$ cat config.mk
export PLATFORM = sky130hd
export DESIGN_NAME = dram_refresh_sched
export DESIGN_NICKNAME = d
export VERILOG_FILES = /design/src/rtl/dram_refresh_sched.sv
export SDC_FILE = /design/constraint.sdc
export NUM_CORES = 1
export LEC_CHECK = 0
export BUFFER_PORTS_ARGS = -buffer_cell sky130_fd_sc_hd__buf_2
export CORE_ASPECT_RATIO = 1.75
export CORE_UTILIZATION = 25
export DETAILED_ROUTE_END_ITERATION = 12
export PLACE_DENSITY = 0.42
export SLEW_MARGIN = 15
export SYNTH_ARGS = -nofsm -noshare
export SYNTH_HDL_FRONTEND = slang
export SYNTH_SLANG_ARGS = --single-unit
$ cat constraint.sdc
create_clock -name clk -period 5.8 [get_ports clk]
set_input_delay 0.87 -clock clk [delete_from_list [all_inputs] [get_ports clk]]
set_output_delay 0.87 -clock clk [all_outputs]
set_load 0.02 [all_outputs]
$ cat src/rtl/dram_refresh_sched.sv
module dram_refresh_sched #(
  parameter int CLK_NS         = 20,
  parameter int PAUSE_NS       = 200000,
  parameter int REFI_NS        = 15600,
  parameter int INIT_REFRESHES = 8,
  parameter int CSR_NS         = 5,
  parameter int CHR_NS         = 10,
  parameter int RAS_NS         = 50,
  parameter int RP_NS          = 30,
  parameter int RC_NS          = 90,
  parameter int BACKLOG_MAX    = 4
) (
  input  logic clk,
  input  logic rst_n,
  input  logic ref_gnt,
  output logic ref_req,
  output logic busy,
  output logic ready,
  output logic ras_n,
  output logic ucas_n,
  output logic lcas_n,
  output logic we_n,
  output logic dq_oe,
  output logic pend_ovf
);
  localparam int PAUSE_CYC = (PAUSE_NS + CLK_NS - 1) / CLK_NS;
  localparam int REFI_CYC  = REFI_NS / CLK_NS;
  localparam int CSR_C0    = (CSR_NS + CLK_NS - 1) / CLK_NS;
  localparam int CHR_C0    = (CHR_NS + CLK_NS - 1) / CLK_NS;
  localparam int RP_C0     = (RP_NS + CLK_NS - 1) / CLK_NS;
  localparam int RAS_C0    = (RAS_NS + CLK_NS - 1) / CLK_NS;
  localparam int RC_C      = (RC_NS + CLK_NS - 1) / CLK_NS;
  localparam int CSR_CYC   = CSR_C0 < 1 ? 1 : CSR_C0;
  localparam int CHR_CYC   = CHR_C0 < 1 ? 1 : CHR_C0;
  localparam int RP_CYC    = RP_C0 < 1 ? 1 : RP_C0;
  localparam int RAS_C1    = RAS_C0 > (RC_C - RP_CYC) ? RAS_C0 : (RC_C - RP_CYC);
  localparam int RAS_CYC   = RAS_C1 > CHR_CYC ? RAS_C1 : CHR_CYC + 1;
  localparam int TMR_MAX   = PAUSE_CYC > RAS_CYC ? PAUSE_CYC : RAS_CYC;
  localparam int TW        = $clog2(TMR_MAX + 1);
  localparam int IW        = $clog2(REFI_CYC + 1);
  localparam int PW        = $clog2(BACKLOG_MAX + 1);
  localparam int NW        = $clog2(INIT_REFRESHES + 1);

  typedef enum logic [2:0] {S_PAUSE, S_IDLE, S_CSR, S_RAS, S_PRE} state_t;

  state_t        state;
  logic [TW-1:0] tmr;
  logic [IW-1:0] ivl;
  logic [PW-1:0] pend;
  logic [NW-1:0] init_left;
  logic          tick, done, tmr_zero;

  assign tmr_zero = (tmr == '0);
  assign ready    = (init_left == '0) && (state != S_PAUSE);
  assign busy     = (state != S_IDLE);
  assign ref_req  = (state == S_IDLE) && ((init_left != '0) || (pend != '0));
  assign tick     = ready && (ivl == IW'(REFI_CYC - 1));
  assign done     = (state == S_RAS) && tmr_zero && (init_left == '0);
  assign ras_n    = (state != S_RAS);
  assign ucas_n   = !((state == S_CSR) || ((state == S_RAS) && (tmr > TW'(RAS_CYC - 1 - CHR_CYC))));
  assign lcas_n   = ucas_n;
  assign we_n     = 1'b1;
  assign dq_oe    = 1'b0;

  always_ff @(posedge clk or negedge rst_n) begin
    if (!rst_n) begin
      state     <= S_PAUSE;
      tmr       <= TW'(PAUSE_CYC - 1);
      init_left <= NW'(INIT_REFRESHES);
    end else begin
      unique case (state)
        S_PAUSE: if (tmr_zero) state <= S_IDLE; else tmr <= tmr - 1'b1;
        S_IDLE:  if (ref_req && ref_gnt) begin
                   state <= S_CSR;
                   tmr   <= TW'(CSR_CYC - 1);
                 end
        S_CSR:   if (tmr_zero) begin
                   state <= S_RAS;
                   tmr   <= TW'(RAS_CYC - 1);
                 end else tmr <= tmr - 1'b1;
        S_RAS:   if (tmr_zero) begin
                   state <= S_PRE;
                   tmr   <= TW'(RP_CYC - 1);
                   if (init_left != '0) init_left <= init_left - 1'b1;
                 end else tmr <= tmr - 1'b1;
        S_PRE:   if (tmr_zero) state <= S_IDLE; else tmr <= tmr - 1'b1;
        default: state <= S_IDLE;
      endcase
    end
  end

  always_ff @(posedge clk or negedge rst_n) begin
    if (!rst_n) begin
      ivl      <= '0;
      pend     <= '0;
      pend_ovf <= 1'b0;
    end else begin
      if (ready) ivl <= tick ? '0 : ivl + 1'b1;
      if (tick && !done) begin
        if (pend == PW'(BACKLOG_MAX)) pend_ovf <= 1'b1;
        else pend <= pend + 1'b1;
      end else if (done && !tick) begin
        pend <= pend - 1'b1;
      end
    end
  end

  p_cas_before_ras_r4: assert property (@(posedge clk) disable iff (!rst_n)
    $fell(ras_n) |-> $past(!ucas_n && !lcas_n && ras_n));
  p_start_on_grant_r6: assert property (@(posedge clk) disable iff (!rst_n)
    ($fell(ucas_n) && ras_n) |-> $past(ref_req && ref_gnt));
  p_ras_width_r5: assert property (@(posedge clk) disable iff (!rst_n)
    ($fell(ras_n) && (RAS_CYC > 1)) |=> !ras_n);
  p_precharge_r5: assert property (@(posedge clk) disable iff (!rst_n)
    ($rose(ras_n) && (RP_CYC > 1)) |=> (ras_n && ucas_n));
  p_ready_hold_r3: assert property (@(posedge clk) disable iff (!rst_n)
    ready |=> ready);
  p_ovf_sticky_r9: assert property (@(posedge clk) disable iff (!rst_n)
    pend_ovf |=> pend_ovf);
  p_no_req_busy_r11: assert property (@(posedge clk) disable iff (!rst_n)
    busy |-> !ref_req);
  p_strobe_busy_r11: assert property (@(posedge clk) disable iff (!rst_n)
    (!ras_n || !ucas_n) |-> busy);
endmodule

-- Word level (Yosys, flattened, before mapping)
Index checks and enable logic that the tools add are counted.
- register bits: 35
- bits in latches: 0
- bits in writable memories: 0
- ROM bits: 0
- bits of input ports: 3
- output and inout bits: 9
- logic and storage cells: 68
- memories kept: 0
- add/sub/neg operators: 5
- multipliers: 0
- divide/modulo/power cells: 0
- magnitude comparators: 1
- equality and inequality tests: 14
- shift-type cells: 0
- multiplexer cells: 14
- bitwise operators: 0
- reduce and logical (&&, ||, !) cells: 28
- operators with widths (operator ; count):
    14-bit two-way mux ; 4
    14-bit one-hot mux with 4 select lines ; 1
    3-bit two-way mux ; 7
    14-bit by 1-bit > comparator with 1-bit output, second input constant ; 1
    14-bit logical NOT ; 1
    14-bit by 1-bit subtractor with 14-bit output, second input constant ; 1
    3-bit one-hot mux with 4 select lines ; 1
    10-bit by 1-bit adder with 10-bit output, second input constant ; 1
    10-bit equality test, second input constant ; 1
    10-bit two-way mux ; 1
    1-bit logical AND ; 9
    2-bit != test, second input constant ; 4
    4-bit nonzero test ; 2
    3-bit by 2-bit equality test with 1-bit output, second input constant ; 2
    3-bit equality test, second input constant ; 2
    3-bit AND reduction ; 2
    3-bit nonzero test ; 2
    4-bit logical NOT ; 1
    2-bit by 1-bit != test with 1-bit output, second input constant ; 2
    2-bit AND reduction ; 2
    4-bit AND reduction ; 1
    4-bit by 1-bit subtractor with 4-bit output, second input constant ; 1
    3-bit by 1-bit adder with 3-bit output, second input constant ; 1
    3-bit by 1-bit equality test with 1-bit output, second input constant ; 1
    8 further kinds ; 11

-- Longest topological paths before layout
- word-level depth: 7
- gate-level depth with buffers: 11
- gate-level depth less buffers: 10

-- Worst setup path after synthesis
Ideal clock, no wire load.
- kind: reg-to-reg
- start point: register tmr[0]
- end point: register pend[2]
- setup time: 130 ps
- arrival time: 2628 ps
- data required time: 5670 ps
- path slack: 3041 ps
- stages on the path, launching flop included: 12
- path buffers: 1
- period minus slack after synthesis: 2759 ps
- cell sequence: dfstp_2 inv_1 ha_1 nor3b_1 and4_1 buf_2 a21boi_2 inv_1 fa_1 or4_1 o21ai_0 a21oi_1
- cells in the longest elaborated chain, start to end: 7
- elaborated cells on any way between the ends: 10
- those cells by class: eq/ne (1); mux (1); reduce/logical (8)
- ends and longest elaborated chain (what ; line ; text):
    start: declaration ; 47 ; logic [TW-1:0] tmr;
    start signal: assignment ; 68 ; tmr <= TW'(PAUSE_CYC - 1);
    start signal: assignment ; 75 ; tmr <= TW'(CSR_CYC - 1);
    start signal: assignment ; 79 ; tmr <= TW'(RAS_CYC - 1);
    14-bit logical NOT * ; 53 ; assign tmr_zero = (tmr == '0);
    1-bit logical AND * (2 in a row) ; 58 ; assign done = (state == S_RAS) && tmr_zero && (init_left == '0);
    1-bit logical NOT ; 99 ; if (tick && !done) begin
    1-bit logical AND ; 99 ;
    2-bit != test (no line) / 2-bit nonzero test (equally long branches) ; -- ;
    2-bit AND reduction (no line) ; -- ;
    end signal: assignment ; 101 ; else pend <= pend + 1'b1;
    end signal: assignment ; 103 ; pend <= pend - 1'b1;
    end: declaration ; 49 ; logic [PW-1:0] pend;
Every way passes the cells marked *; elsewhere a longest branch is shown, timed or not.
A chain may end at the register's enable or synchronous reset.

-- Final worst setup path
- start point: register ivl[0]
- end point: register pend[2]
- cells in the longest elaborated chain, start to end: 6
- elaborated cells on any way between the ends: 9
- those cells by class: eq/ne (2); mux (1); reduce/logical (6)
- ends and longest elaborated chain (what ; line ; text):
    start: declaration ; 48 ; logic [IW-1:0] ivl;
    start signal: assignment ; 98 ; if (ready) ivl <= tick ? '0 : ivl + 1'b1;
    10-bit equality test * ; 57 ; assign tick = ready && (ivl == IW'(REFI_CYC - 1));
    1-bit logical AND * ; 57 ;
    1-bit logical NOT ; 102 ; end else if (done && !tick) begin
    1-bit logical AND ; 102 ;
    2-bit nonzero test (no line) ; -- ;
    2-bit AND reduction (no line) ; -- ;
Marked as above.

==> impl_metrics.env <==
export IMPL_period_share_pct=55.8
export IMPL_post_cts_resized=0
export IMPL_htreeDepth=2
export IMPL_overflow=0
export IMPL_hold_path_class="flop to flop"
export IMPL_p_per_area_nw_per_um2=217
export IMPL_dr_pass1_iters=4
export IMPL_end_kind="flop"
export IMPL_rsz0062_at_grt="false"
export IMPL_dpl_hpwl_um=3820
export IMPL_design_area_um2=2470
export IMPL_crit_required_ns=5.95
export IMPL_final_max_slew_violation_count=0
export IMPL_grt_max_degree=36
export IMPL_regToRegSetupSlack_ns=2.56
export IMPL_drtIter0Drc=54
export IMPL_start_util_pct=25.6
export IMPL_worstPathArrival_ns=3.39
export IMPL_cts_sinks=35
export IMPL_worst_pin_slew_ns=0.827
export IMPL_setup_worst_path_start_class="flop"
export IMPL_syn_nets=236
export IMPL_avgRoutedWirePerCell_um=14.9
export IMPL_cap_violations=0
export IMPL_p_leak_nw=1.01
export IMPL_stdcell_count=351
export IMPL_clkLatencyLatePin_ns=0.28
export IMPL_dp_slack_ns=2.54
export IMPL_ys_ff_latch=35
export IMPL_root_buffer="clkbuf_16"
export IMPL_fillers=942
export IMPL_cts_hold_buf=0
export IMPL_syn_to_final_growth_pct=12.4
export IMPL_setup_slack_ns=2.56
export IMPL_crit_fanout=13
export IMPL_drive_gt1_share_pct=21.4
export IMPL_finClkSkew_ns=0.00812
export IMPL_synth_yosys_warnings=0
export IMPL_ys_seq_area_share_pct=40.3
export IMPL_synth_area_um2=2200
export IMPL_multi_input_area_um2=1210
export IMPL_grt_pass1_vias=1780
export IMPL_status="finished clean"
export IMPL_final_hold_viol_count=0
export IMPL_num_rows=45
export IMPL_post_route_util_pct=28.7
export IMPL_clockBufferDepth=2
export IMPL_finalSetupViolations=0
export IMPL_ant_nets=0
export IMPL_antenna_found_initial=0
export IMPL_fmax_mhz=309
export IMPL_vias=1725
export IMPL_post_dp_cell_area_um2=2320
export IMPL_vias_per_cell=4.91
export IMPL_dieWidth_um=72.9
export IMPL_syn_avg_cell_area_um2=9.70
export IMPL_slew_headroom_pct=44.9
export IMPL_ir_drop_v=0.000125
export IMPL_min_period_ns=3.24
export IMPL_total_power_mw=0.536
export IMPL_cts_tree="built"
export IMPL_timing_hold_ws_ns=0.465
export IMPL_yosysUniqueCellTypes=61
export IMPL_die_h_um=126
export IMPL_fin_nets=242
export IMPL_gp_congestion=0.820
export IMPL_track_usage_pct=12.6
export IMPL_netlist_instances=227
export IMPL_diodes=0
export IMPL_io_pins=12
export IMPL_post_place_cells=343
export IMPL_core_area_um2=8610
export IMPL_route_detailed_drc=0
export IMPL_grt_first_pass_wirelength_um=8770
export IMPL_numCtsBuffers=5
export IMPL_wl_um=5220
export IMPL_path_clk_slew_ns=0.05
export IMPL_cts_setup_buffers=0
export IMPL_critical_path_class="flop to flop"
export IMPL_io_buffers=9
export IMPL_die_area_um2=9200
export IMPL_tns_ns=0
export IMPL_regArea_um2=887
[layer usage]
| layer | part of all wire, % | vias to the layer above | track usage (%) |
|---|---|---|---|
| met5 | 0 | - | 0 |
| met4 | 3.7 | 0 | 7.04 |
| met3 | 2.5 | 14 | 2.72 |
| met2 | 52 | 34 | 21.8 |
| met1 | 42 | 839 | 14.0 |
| li1 | - | 838 | - |
[flip-flops by register name, summed over array words and instances, names as in the netlist]
name	flops
pend	3
ivl	10
init_left	4
state	3
pend_ovf	1
tmr	14
[kinds of logic (layout without fill, tap and decap cells)]
family	count (synthesis)	after routing	synth area share, %
and+or+nand+nor	95	95	27.7
AOI/OAI and AO/OA	58	58	17.8
DFF	35	35	40.3
buffers and inverters	18	25	4.77
xor gates and xnor gates	11	11	4.37
adders and majority gates	6	6	3.75
other	2	2	0.341
muxes	2	2	0.966
[worst max-delay path: stages (launching register included)]
cell and delay (ns):
dfrtp_1 0.38, ha_1 0.20, or4b_1 0.50, nor4_4 0.48, a21boi_2 0.36, inv_1 0.08
fa_1 0.42, or4_1 0.52, o21ai_0 0.09, a21oi_1 0.09
[power by group]
part           switching [mW]  internal, mW
clock network           0.101         0.183
registers                   0         0.245
logic                 0.00653      0.000631
[cells in the mapped netlist, drive strengths merged]
cell type / number / area share [%]
a211oi: 3 / 1.2
a21boi: 2 / 0.85
a21o: 1 / 0.34
a21oi: 20 / 5.1
a221oi: 1 / 0.40
a31o: 2 / 0.80
a32oi: 1 / 0.74
and2: 1 / 0.28
and4: 1 / 0.40
buf: 10 / 3.4
conb: 2 / 0.34
dfrtp: 26 / 30
dfstp: 9 / 11
fa: 1 / 0.91
ha: 5 / 2.8
inv: 8 / 1.4
mux2: 1 / 0.51
mux2i: 1 / 0.45
nand2: 15 / 2.7
nand2b: 3 / 0.85
nand3: 4 / 0.91
nand3b: 2 / 0.68
nand4: 3 / 1.5
nand4bb: 2 / 1.0
nor2: 20 / 3.4
nor2b: 4 / 1.1
nor3: 10 / 2.5
nor3b: 2 / 0.91
nor4: 7 / 4.2
o211ai: 3 / 1.0
o21ai: 15 / 3.4
o221a: 1 / 0.51
o221ai: 1 / 0.40
o22ai: 2 / 0.85
o2bb2ai: 1 / 0.40
o31a: 1 / 0.40
o31ai: 4 / 1.4
or2b: 1 / 0.34
or3: 13 / 4.0
or3b: 2 / 0.91
or4: 4 / 1.5
or4b: 1 / 0.45
xnor2: 7 / 2.8
xor2: 4 / 1.6
[worst paths after layout]
kind                       startpoint       end  cells past startpoint
min in group asynchronous       rst_n    tmr[6]                      1
setup reg to reg               ivl[0]   pend[2]                      9
setup / recovery               ivl[0]   pend[2]                      9
max in group asynchronous       rst_n    ivl[7]                      1
hold reg to reg              pend_ovf  pend_ovf                      1
hold / removal               pend_ovf  pend_ovf                      1
[cell type report]
cell class                 count  share of cell area [%]
inverter                       8                    1.21
multi-input combinational    174                    48.9
tap                          117                    5.92
clock buffer                   8                    6.32
sequential                    35                    35.8
timing repair buffer           9                    1.82
[placed cells by master, fill, tap and decap left out, drive strengths merged, types with 3 or more instances in the layout]
master and n:
nor2b 4, nand2 15, o21ai 15, nor4 7, nand2b 3, nor3 10
xor2 4, a21oi 20, o31ai 4, o211ai 3, a211oi 3, dfstp 9
dfrtp 26, buf 9, clkbuf 8, xnor2 7, inv 8, nor2 20
or3 13, nand3 4, ha 5, or4 4, nand4 3
Power figures use the tool's default switching activity.
